[config.mk]
export PLATFORM = sky130hd
export DESIGN_NAME = integ_filter_top
export DESIGN_NICKNAME = d
export VERILOG_FILES = /design/src/rtl/ifilt_pkg.sv /design/src/rtl/ifilt_sync.sv /design/src/rtl/ifilt_accum.sv /design/src/rtl/ifilt_level_fsm.sv /design/src/rtl/integ_filter_top.sv
export SDC_FILE = /design/constraint.sdc
export NUM_CORES = 1
export LEC_CHECK = 0
export ABC_AREA = 1
export BUFFER_PORTS_ARGS = -buffer_cell sky130_fd_sc_hd__buf_2
export CAP_MARGIN = 10
export CORE_ASPECT_RATIO = 0.7
export CORE_MARGIN = 8
export CORE_UTILIZATION = 58
export CTS_BUF_LIST = sky130_fd_sc_hd__clkbuf_4 sky130_fd_sc_hd__clkbuf_8
export DETAILED_ROUTE_END_ITERATION = 10
export PLACE_DENSITY = 0.83
export SETUP_SLACK_MARGIN = 0.4
export SYNTH_ARGS = -nofsm -noshare
export SYNTH_HDL_FRONTEND = slang
export SYNTH_SLANG_ARGS = --single-unit
[constraint.sdc]
create_clock -name clk -period 1.85 [get_ports clk]
set_input_delay 0 -clock clk [delete_from_list [all_inputs] [get_ports clk]]
set_output_delay 0 -clock clk [all_outputs]
set_load 0.02 [all_outputs]
[src/rtl/ifilt_pkg.sv]
package ifilt_pkg;
    typedef enum logic [0:0] {
        LV_LOW  = 1'b0,
        LV_HIGH = 1'b1
    } lvl_state_t;
endpackage

[src/rtl/ifilt_sync.sv]
module ifilt_sync #(
    parameter int STAGES = 2
) (
    input  logic clk,
    input  logic rst,
    input  logic d,
    output logic q
);
    logic [STAGES-1:0] chain_q;

    always_ff @(posedge clk) begin
        if (rst) begin
            chain_q <= '0;
        end else begin
            chain_q <= {chain_q[STAGES-2:0], d};
        end
    end

    assign q = chain_q[STAGES-1];
endmodule

[src/rtl/ifilt_accum.sv]
module ifilt_accum #(
    parameter int W = 10
) (
    input  logic         clk,
    input  logic         rst,
    input  logic         sample,
    input  logic [W-1:0] step_rise,
    input  logic [W-1:0] step_decay,
    output logic [W-1:0] acc
);
    localparam logic [W-1:0] ACC_MAX = {W{1'b1}};

    logic [W:0]   sum_up;
    logic [W-1:0] up_val;
    logic [W-1:0] down_val;
    logic [W-1:0] acc_q;

    always_comb begin
        sum_up   = {1'b0, acc_q} + {1'b0, step_rise};
        up_val   = sum_up[W] ? ACC_MAX : sum_up[W-1:0];
        down_val = (acc_q < step_decay) ? '0 : (acc_q - step_decay);
    end

    always_ff @(posedge clk) begin
        if (rst) begin
            acc_q <= '0;
        end else if (sample) begin
            acc_q <= up_val;
        end else begin
            acc_q <= down_val;
        end
    end

    assign acc = acc_q;
endmodule

[src/rtl/ifilt_level_fsm.sv]
module ifilt_level_fsm
    import ifilt_pkg::*;
#(
    parameter int W = 10
) (
    input  logic         clk,
    input  logic         rst,
    input  logic [W-1:0] acc,
    input  logic [W-1:0] thr_full,
    input  logic [W-1:0] thr_empty,
    output logic         level,
    output logic         rise,
    output logic         fall,
    output logic         fault
);
    lvl_state_t state_q;
    lvl_state_t state_d;
    logic       arm_hit;
    logic       release_hit;

    assign fault       = (thr_empty >= thr_full);
    assign arm_hit     = !fault && (acc >= thr_full);
    assign release_hit = !fault && (acc <= thr_empty);

    // next-state selection: ARM and RELEASE, otherwise hold
    always_comb begin
        state_d = state_q;
        unique case (state_q)
            LV_LOW:  if (arm_hit)     state_d = LV_HIGH;
            LV_HIGH: if (release_hit) state_d = LV_LOW;
            default: state_d = LV_LOW;
        endcase
    end

    // state register
    always_ff @(posedge clk) begin
        if (rst) begin
            state_q <= LV_LOW;
        end else begin
            state_q <= state_d;
        end
    end

    // registered strobes, aligned with the state change
    always_ff @(posedge clk) begin
        if (rst) begin
            rise <= 1'b0;
            fall <= 1'b0;
        end else begin
            rise <= (state_q == LV_LOW)  && (state_d == LV_HIGH);
            fall <= (state_q == LV_HIGH) && (state_d == LV_LOW);
        end
    end

    assign level = (state_q == LV_HIGH);
endmodule

[src/rtl/integ_filter_top.sv]
module integ_filter_top #(
    parameter int ACC_W       = 10,
    parameter int SYNC_STAGES = 2
) (
    input  logic             clk,
    input  logic             rst,
    input  logic             raw_in,
    input  logic [ACC_W-1:0] step_rise,
    input  logic [ACC_W-1:0] step_decay,
    input  logic [ACC_W-1:0] thr_full,
    input  logic [ACC_W-1:0] thr_empty,
    output logic             level_out,
    output logic             rise_pulse,
    output logic             fall_pulse,
    output logic             cfg_fault
);
    logic             sync_q;
    logic [ACC_W-1:0] acc_q;

    ifilt_sync #(.STAGES(SYNC_STAGES)) u_sync (
        .clk (clk),
        .rst (rst),
        .d   (raw_in),
        .q   (sync_q)
    );

    ifilt_accum #(.W(ACC_W)) u_accum (
        .clk        (clk),
        .rst        (rst),
        .sample     (sync_q),
        .step_rise  (step_rise),
        .step_decay (step_decay),
        .acc        (acc_q)
    );

    ifilt_level_fsm #(.W(ACC_W)) u_fsm (
        .clk       (clk),
        .rst       (rst),
        .acc       (acc_q),
        .thr_full  (thr_full),
        .thr_empty (thr_empty),
        .level     (level_out),
        .rise      (rise_pulse),
        .fall      (fall_pulse),
        .fault     (cfg_fault)
    );
endmodule

==> impl_results.html <==
<table>
<tr><th>Metric</th><th>Value</th></tr>
<tr><th colspan="2">Yosys</th></tr>
<tr><td>Fraction of the mapped netlist area in adder cells</td><td>0.2768</td></tr>
<tr><td>Post-synthesis async set-or-reset flop share</td><td>0</td></tr>
<tr><td>Synthesized netlist net count</td><td>488</td></tr>
<tr><td>Multiplexer area fraction after synthesis</td><td>0</td></tr>
<tr><td>Part of the Yosys area used for sequential elements</td><td>0.1249</td></tr>
<tr><td>Most used flip-flop cell after synthesis</td><td>sky130_fd_sc_hd__dfxtp_1</td></tr>
<tr><td>Post-synth EDFFs</td><td>0</td></tr>
<tr><td>Dominant combinational cell family by area after synthesis</td><td>simple AND/OR/NAND/NOR gates</td></tr>
<tr><td>Distinct cell type count after synthesis</td><td>30</td></tr>
<tr><td>Post-synthesis instance area</td><td>2405 sq um</td></tr>
<tr><td>Number of instances in the synthesized netlist</td><td>~390</td></tr>
<tr><td>Xor-xnor portion of the synthesized cell area</td><td>0.02914</td></tr>
<tr><td>Syn Area/Cell</td><td>6.119 sq um</td></tr>
<tr><td>Post-synthesis compound-gate area fraction</td><td>0.09781</td></tr>
<tr><td>Flop and latch count out of synthesis</td><td>15</td></tr>
<tr><td>Synth warn</td><td>0</td></tr>
<tr><td>Post-Synth Simple-Gate Area</td><td>0.3444</td></tr>
<tr><th colspan="2">Clocking</th></tr>
<tr><td>CTS Buf Count</td><td>3</td></tr>
<tr><td>Clock slew at the register clock pins of the worst setup and hold paths</td><td>0.07 ns</td></tr>
<tr><td>CTS H-tree lvls</td><td>1</td></tr>
<tr><td>Clock Path Buffers</td><td>2</td></tr>
<tr><td>Clock Latency Late Sink</td><td>0.25 ns</td></tr>
<tr><td>Number of sinks handled by clock tree synthesis</td><td>15</td></tr>
<tr><td>CTS tree</td><td>yes</td></tr>
<tr><td>Root buffer cell</td><td>sky130_fd_sc_hd__clkbuf_8</td></tr>
<tr><th colspan="2">Placement</th></tr>
<tr><td>Standard cell area after detailed placement</td><td>between 2000 and 3000 sq um</td></tr>
<tr><td>Weighted congestion reported at the end of routability-driven placement</td><td>0.9524</td></tr>
<tr><td>HPWL reported at the end of detailed placement</td><td>5.091 mm</td></tr>
<tr><td>Port bufs</td><td>46</td></tr>
<tr><th colspan="2">Critical path</th></tr>
<tr><td>Maximum net fanout on the critical path</td><td>5</td></tr>
<tr><td>Type of the worst setup path</td><td>reg -&gt; reg</td></tr>
<tr><td>Endpoint kind of the worst setup timing path</td><td>flip-flop</td></tr>
<tr><td>Arr. time, crit path</td><td>1.92 ns</td></tr>
<tr><td>Data required time of the critical path</td><td>2.03 ns</td></tr>
<tr><td>Startpoint Class</td><td>flip-flop</td></tr>
<tr><th colspan="2">Detailed routing</th></tr>
<tr><td>Post-detailed-route wirelength per cell</td><td>15.92 microns</td></tr>
<tr><td>Number of nets with antenna violations after detailed routing</td><td>0</td></tr>
<tr><td>Number of vias per cell</td><td>~5.7</td></tr>
<tr><td>Iter 0 DRT Violations</td><td>between 200 and 250</td></tr>
<tr><td>Count of TritonRoute iterations in the first routing pass</td><td>7</td></tr>
<tr><td>Via count</td><td>2885</td></tr>
<tr><td>Wire length reported by the detailed router</td><td>about 8.1 mm</td></tr>
<tr><td>DR DRC count</td><td>0</td></tr>
<tr><th colspan="2">Cells and area</th></tr>
<tr><td>Commonest cells after routing, fill and taps aside</td><td>sky130_fd_sc_hd__nand2_1, sky130_fd_sc_hd__inv_1, sky130_fd_sc_hd__buf_2, sky130_fd_sc_hd__nor2_1, sky130_fd_sc_hd__ha_4</td></tr>
<tr><td>Final Instance Area</td><td>3416 sq um</td></tr>
<tr><td>Area growth from synthesis to layout</td><td>42.04%</td></tr>
<tr><td>Fill count</td><td>225</td></tr>
<tr><td>Fraction of final layout cells sized beyond drive strength 1</td><td>0.3457</td></tr>
<tr><td>Area taken by multi-input logic gates</td><td>about 2300 sq um</td></tr>
<tr><td>Fin nets</td><td>553</td></tr>
<tr><td>Diodes inserted</td><td>0</td></tr>
<tr><td>Most common cell after layout, fill and taps aside</td><td>sky130_fd_sc_hd__nand2_1</td></tr>
<tr><td>Area of all sequential standard cells</td><td>roughly 330 sq um</td></tr>
<tr><th colspan="2">GRT</th></tr>
<tr><td>Number of antenna violations at the first check in global routing</td><td>0</td></tr>
<tr><td>Met2 track demand over resource in global routing</td><td>0.3802</td></tr>
<tr><td>Overflow after GRT</td><td>0</td></tr>
<tr><td>Aggregate global-route resource usage</td><td>0.2192</td></tr>
<tr><td>Met3 Use GR</td><td>0.04696</td></tr>
<tr><td>Most used routing layer in global routing</td><td>met2</td></tr>
<tr><td>Wire length of the first global-routing pass</td><td>roughly 12 mm</td></tr>
<tr><td>Largest net degree at the start of global routing</td><td>16</td></tr>
<tr><td>Met1 routing resource usage after global routing</td><td>0.2533</td></tr>
<tr><td>Vias in the first global route</td><td>2695</td></tr>
<tr><th colspan="2">Timing</th></tr>
<tr><td># setup viols final</td><td>0</td></tr>
<tr><td>Rel. slew slack</td><td>0.6853</td></tr>
<tr><td>Fin Setup TNS</td><td>0 ns</td></tr>
<tr><td>Total count of max-transition violations in the final report</td><td>0</td></tr>
<tr><td>Worst clock skew on the final layout</td><td>0.004618 ns</td></tr>
<tr><td>Final hold violation count</td><td>0</td></tr>
<tr><td>Unrepaired setup endpoints after global routing</td><td>yes</td></tr>
<tr><td>Crit path time final</td><td>1.740 ns</td></tr>
<tr><td>Share of the cycle needed by the critical path after routing</td><td>0.9404</td></tr>
<tr><td>Pin slew with the least headroom to its limit</td><td>0.4715 ns</td></tr>
<tr><td>Highest attainable clock frequency</td><td>0.5748 GHz</td></tr>
<tr><th colspan="2">Power</th></tr>
<tr><td>Worst vdd ir</td><td>0.3944 mV</td></tr>
<tr><td>Leakage power</td><td>1.876 nW</td></tr>
<tr><td>Pwr per Cell Area</td><td>between 300 and 400 nW/um^2</td></tr>
<tr><th colspan="2">Floorplan</th></tr>
<tr><td>Die Height</td><td>69.88 microns</td></tr>
<tr><td>Die Outline Area</td><td>roughly 6500 sq um</td></tr>
<tr><td>Initial Utilization</td><td>0.6094</td></tr>
<tr><td>X dimension of the die</td><td>92.96 microns</td></tr>
<tr><td>Row Count</td><td>19</td></tr>
<tr><td># IOs</td><td>47</td></tr>
<tr><td>Core region area</td><td>between 3000 and 4000 sq um</td></tr>
<tr><th colspan="2">Outcome</th></tr>
<tr><td>Run status</td><td>completed</td></tr>
<tr><th colspan="2">Job</th></tr>
<tr><td>Max-cap violations</td><td>0</td></tr>
<tr><th colspan="2">Worst hold path</th></tr>
<tr><td>Tightest Hold Check Type</td><td>in -&gt; reg</td></tr>
</table>
==> routing by layer <==
metal	wire, microns	share of wire	vias up
li1	-	-	1371
met2	3822	0.47	159
met5	0	0	-
met1	3097	0.38	1310
met4	394	0.049	0
met3	787	0.097	45
==> cells by family (layout without fill, tap and decap cells) <==
family / Yosys count / after routing
fa+ha+maj: 52 / 52
compound gates: 41 / 41
buf+inv: 79 / 143
simple gates: 198 / 198
flops: 15 / 15
xor+xnor: 8 / 8
==> power breakdown <==
| group | switching (mW) | internal [mW] | leakage [nW] |
|---|---|---|---|
| clock network | 0.124 | 0.168 | 0.0262 |
| logic | 0.344 | 0.267 | 1.72 |
| registers | 0.0196 | 0.328 | 0.129 |
| total | 0.488 | 0.763 | 1.88 |
==> worst paths after layout <==
| check | from | endpoint | slack (ns) | cells past startpoint |
|---|---|---|---|---|
| worst min register to register | u_sync.chain_q[0] | u_sync.chain_q[1] | 0.42 | 2 |
| worst max register to register | u_accum.acc[6] | u_accum.acc[9] | 0.11 | 10 |
| worst max-delay path | u_accum.acc[6] | u_accum.acc[9] | 0.11 | 10 |
| worst min-delay path | rst | u_sync.chain_q[1] | 0.12 | 2 |
==> per-stage QoR <==
stage	hold WS, ns	power, mW	utilization	instances	setup WS [ns]
6_report	0.1203	1.251	0.8656	509	0.1103
4_1_cts	0.09830	1.143	0.7968	503	0.2097
3_5_place_dp	0.2222	0.7920	0.6966	491	0.07467
5_1_grt	0.1267	1.335	0.8656	509	0.06112
3_3_place_gp	0.2089	0.7802	0.6966	491	0.05633
2_1_floorplan	0.06165	0.6638	-	393	0.2953
==> critical path, stage by stage, from the launching register on <==
cell and delay [ns]:
sky130_fd_sc_hd__dfxtp_2 0.38, sky130_fd_sc_hd__ha_4 0.31, sky130_fd_sc_hd__nand2_2 0.09, sky130_fd_sc_hd__nor2_2 0.19
sky130_fd_sc_hd__nand2_1 0.09, sky130_fd_sc_hd__nand2_1 0.12, sky130_fd_sc_hd__nor2_4 0.07, sky130_fd_sc_hd__buf_4 0.13
sky130_fd_sc_hd__nand3_1 0.07, sky130_fd_sc_hd__nand2_1 0.07, sky130_fd_sc_hd__a21oi_2 0.15
==> state kept, by name, summed over array words and instances (netlist names) <==
| name | cells |
|---|---|
| u_fsm.fall | 1 |
| u_fsm.rise | 1 |
| u_accum.acc | 10 |
| u_sync.chain_q | 2 |
| u_fsm.level | 1 |
==> cell type report <==
class,count,area share
Tap cell,52,0.01905
Clock buffer,4,0.01429
Timing Repair Buffer,61,0.1022
Multi-Input combinational cell,299,0.6777
Sequential cell,15,0.09670
Timing Repair inverter,1,0.002564
Inverter,77,0.08755
==> timing repair <==
item                       in CTS  in global routing
setup buffers                   6                  6
pin swaps                      15                 18
hold endpoints to repair        1                  0
setup endpoints to repair      13                 13
hold buffers                    1                  0
gates resized for setup        52                 40
cloned                          1                  0
==> Yosys cell counts (2+ instances only) <==
cell type	n	area, sq um
sky130_fd_sc_hd__nand2_1	118	442.9
sky130_fd_sc_hd__inv_1	74	277.8
sky130_fd_sc_hd__ha_1	50	625.6
sky130_fd_sc_hd__nor2_1	39	146.4
sky130_fd_sc_hd__nand3_1	25	125.1
sky130_fd_sc_hd__a21oi_1	23	115.1
sky130_fd_sc_hd__dfxtp_1	15	300.3
sky130_fd_sc_hd__a21o_1	5	37.54
sky130_fd_sc_hd__o21ai_1	5	25.02
sky130_fd_sc_hd__xor2_1	5	43.79
sky130_fd_sc_hd__nand2_2	4	25.02
sky130_fd_sc_hd__nand4_1	3	18.77
sky130_fd_sc_hd__o21bai_1	3	22.52
sky130_fd_sc_hd__xnor2_1	3	26.28
sky130_fd_sc_hd__a21oi_2	2	17.52
sky130_fd_sc_hd__fa_1	2	40.04
sky130_fd_sc_hd__inv_2	2	7.510
sky130_fd_sc_hd__nor2_2	2	12.51
sky130_fd_sc_hd__o21ai_0	2	10.01
Note: power is estimated with default switching activity, not from simulation.
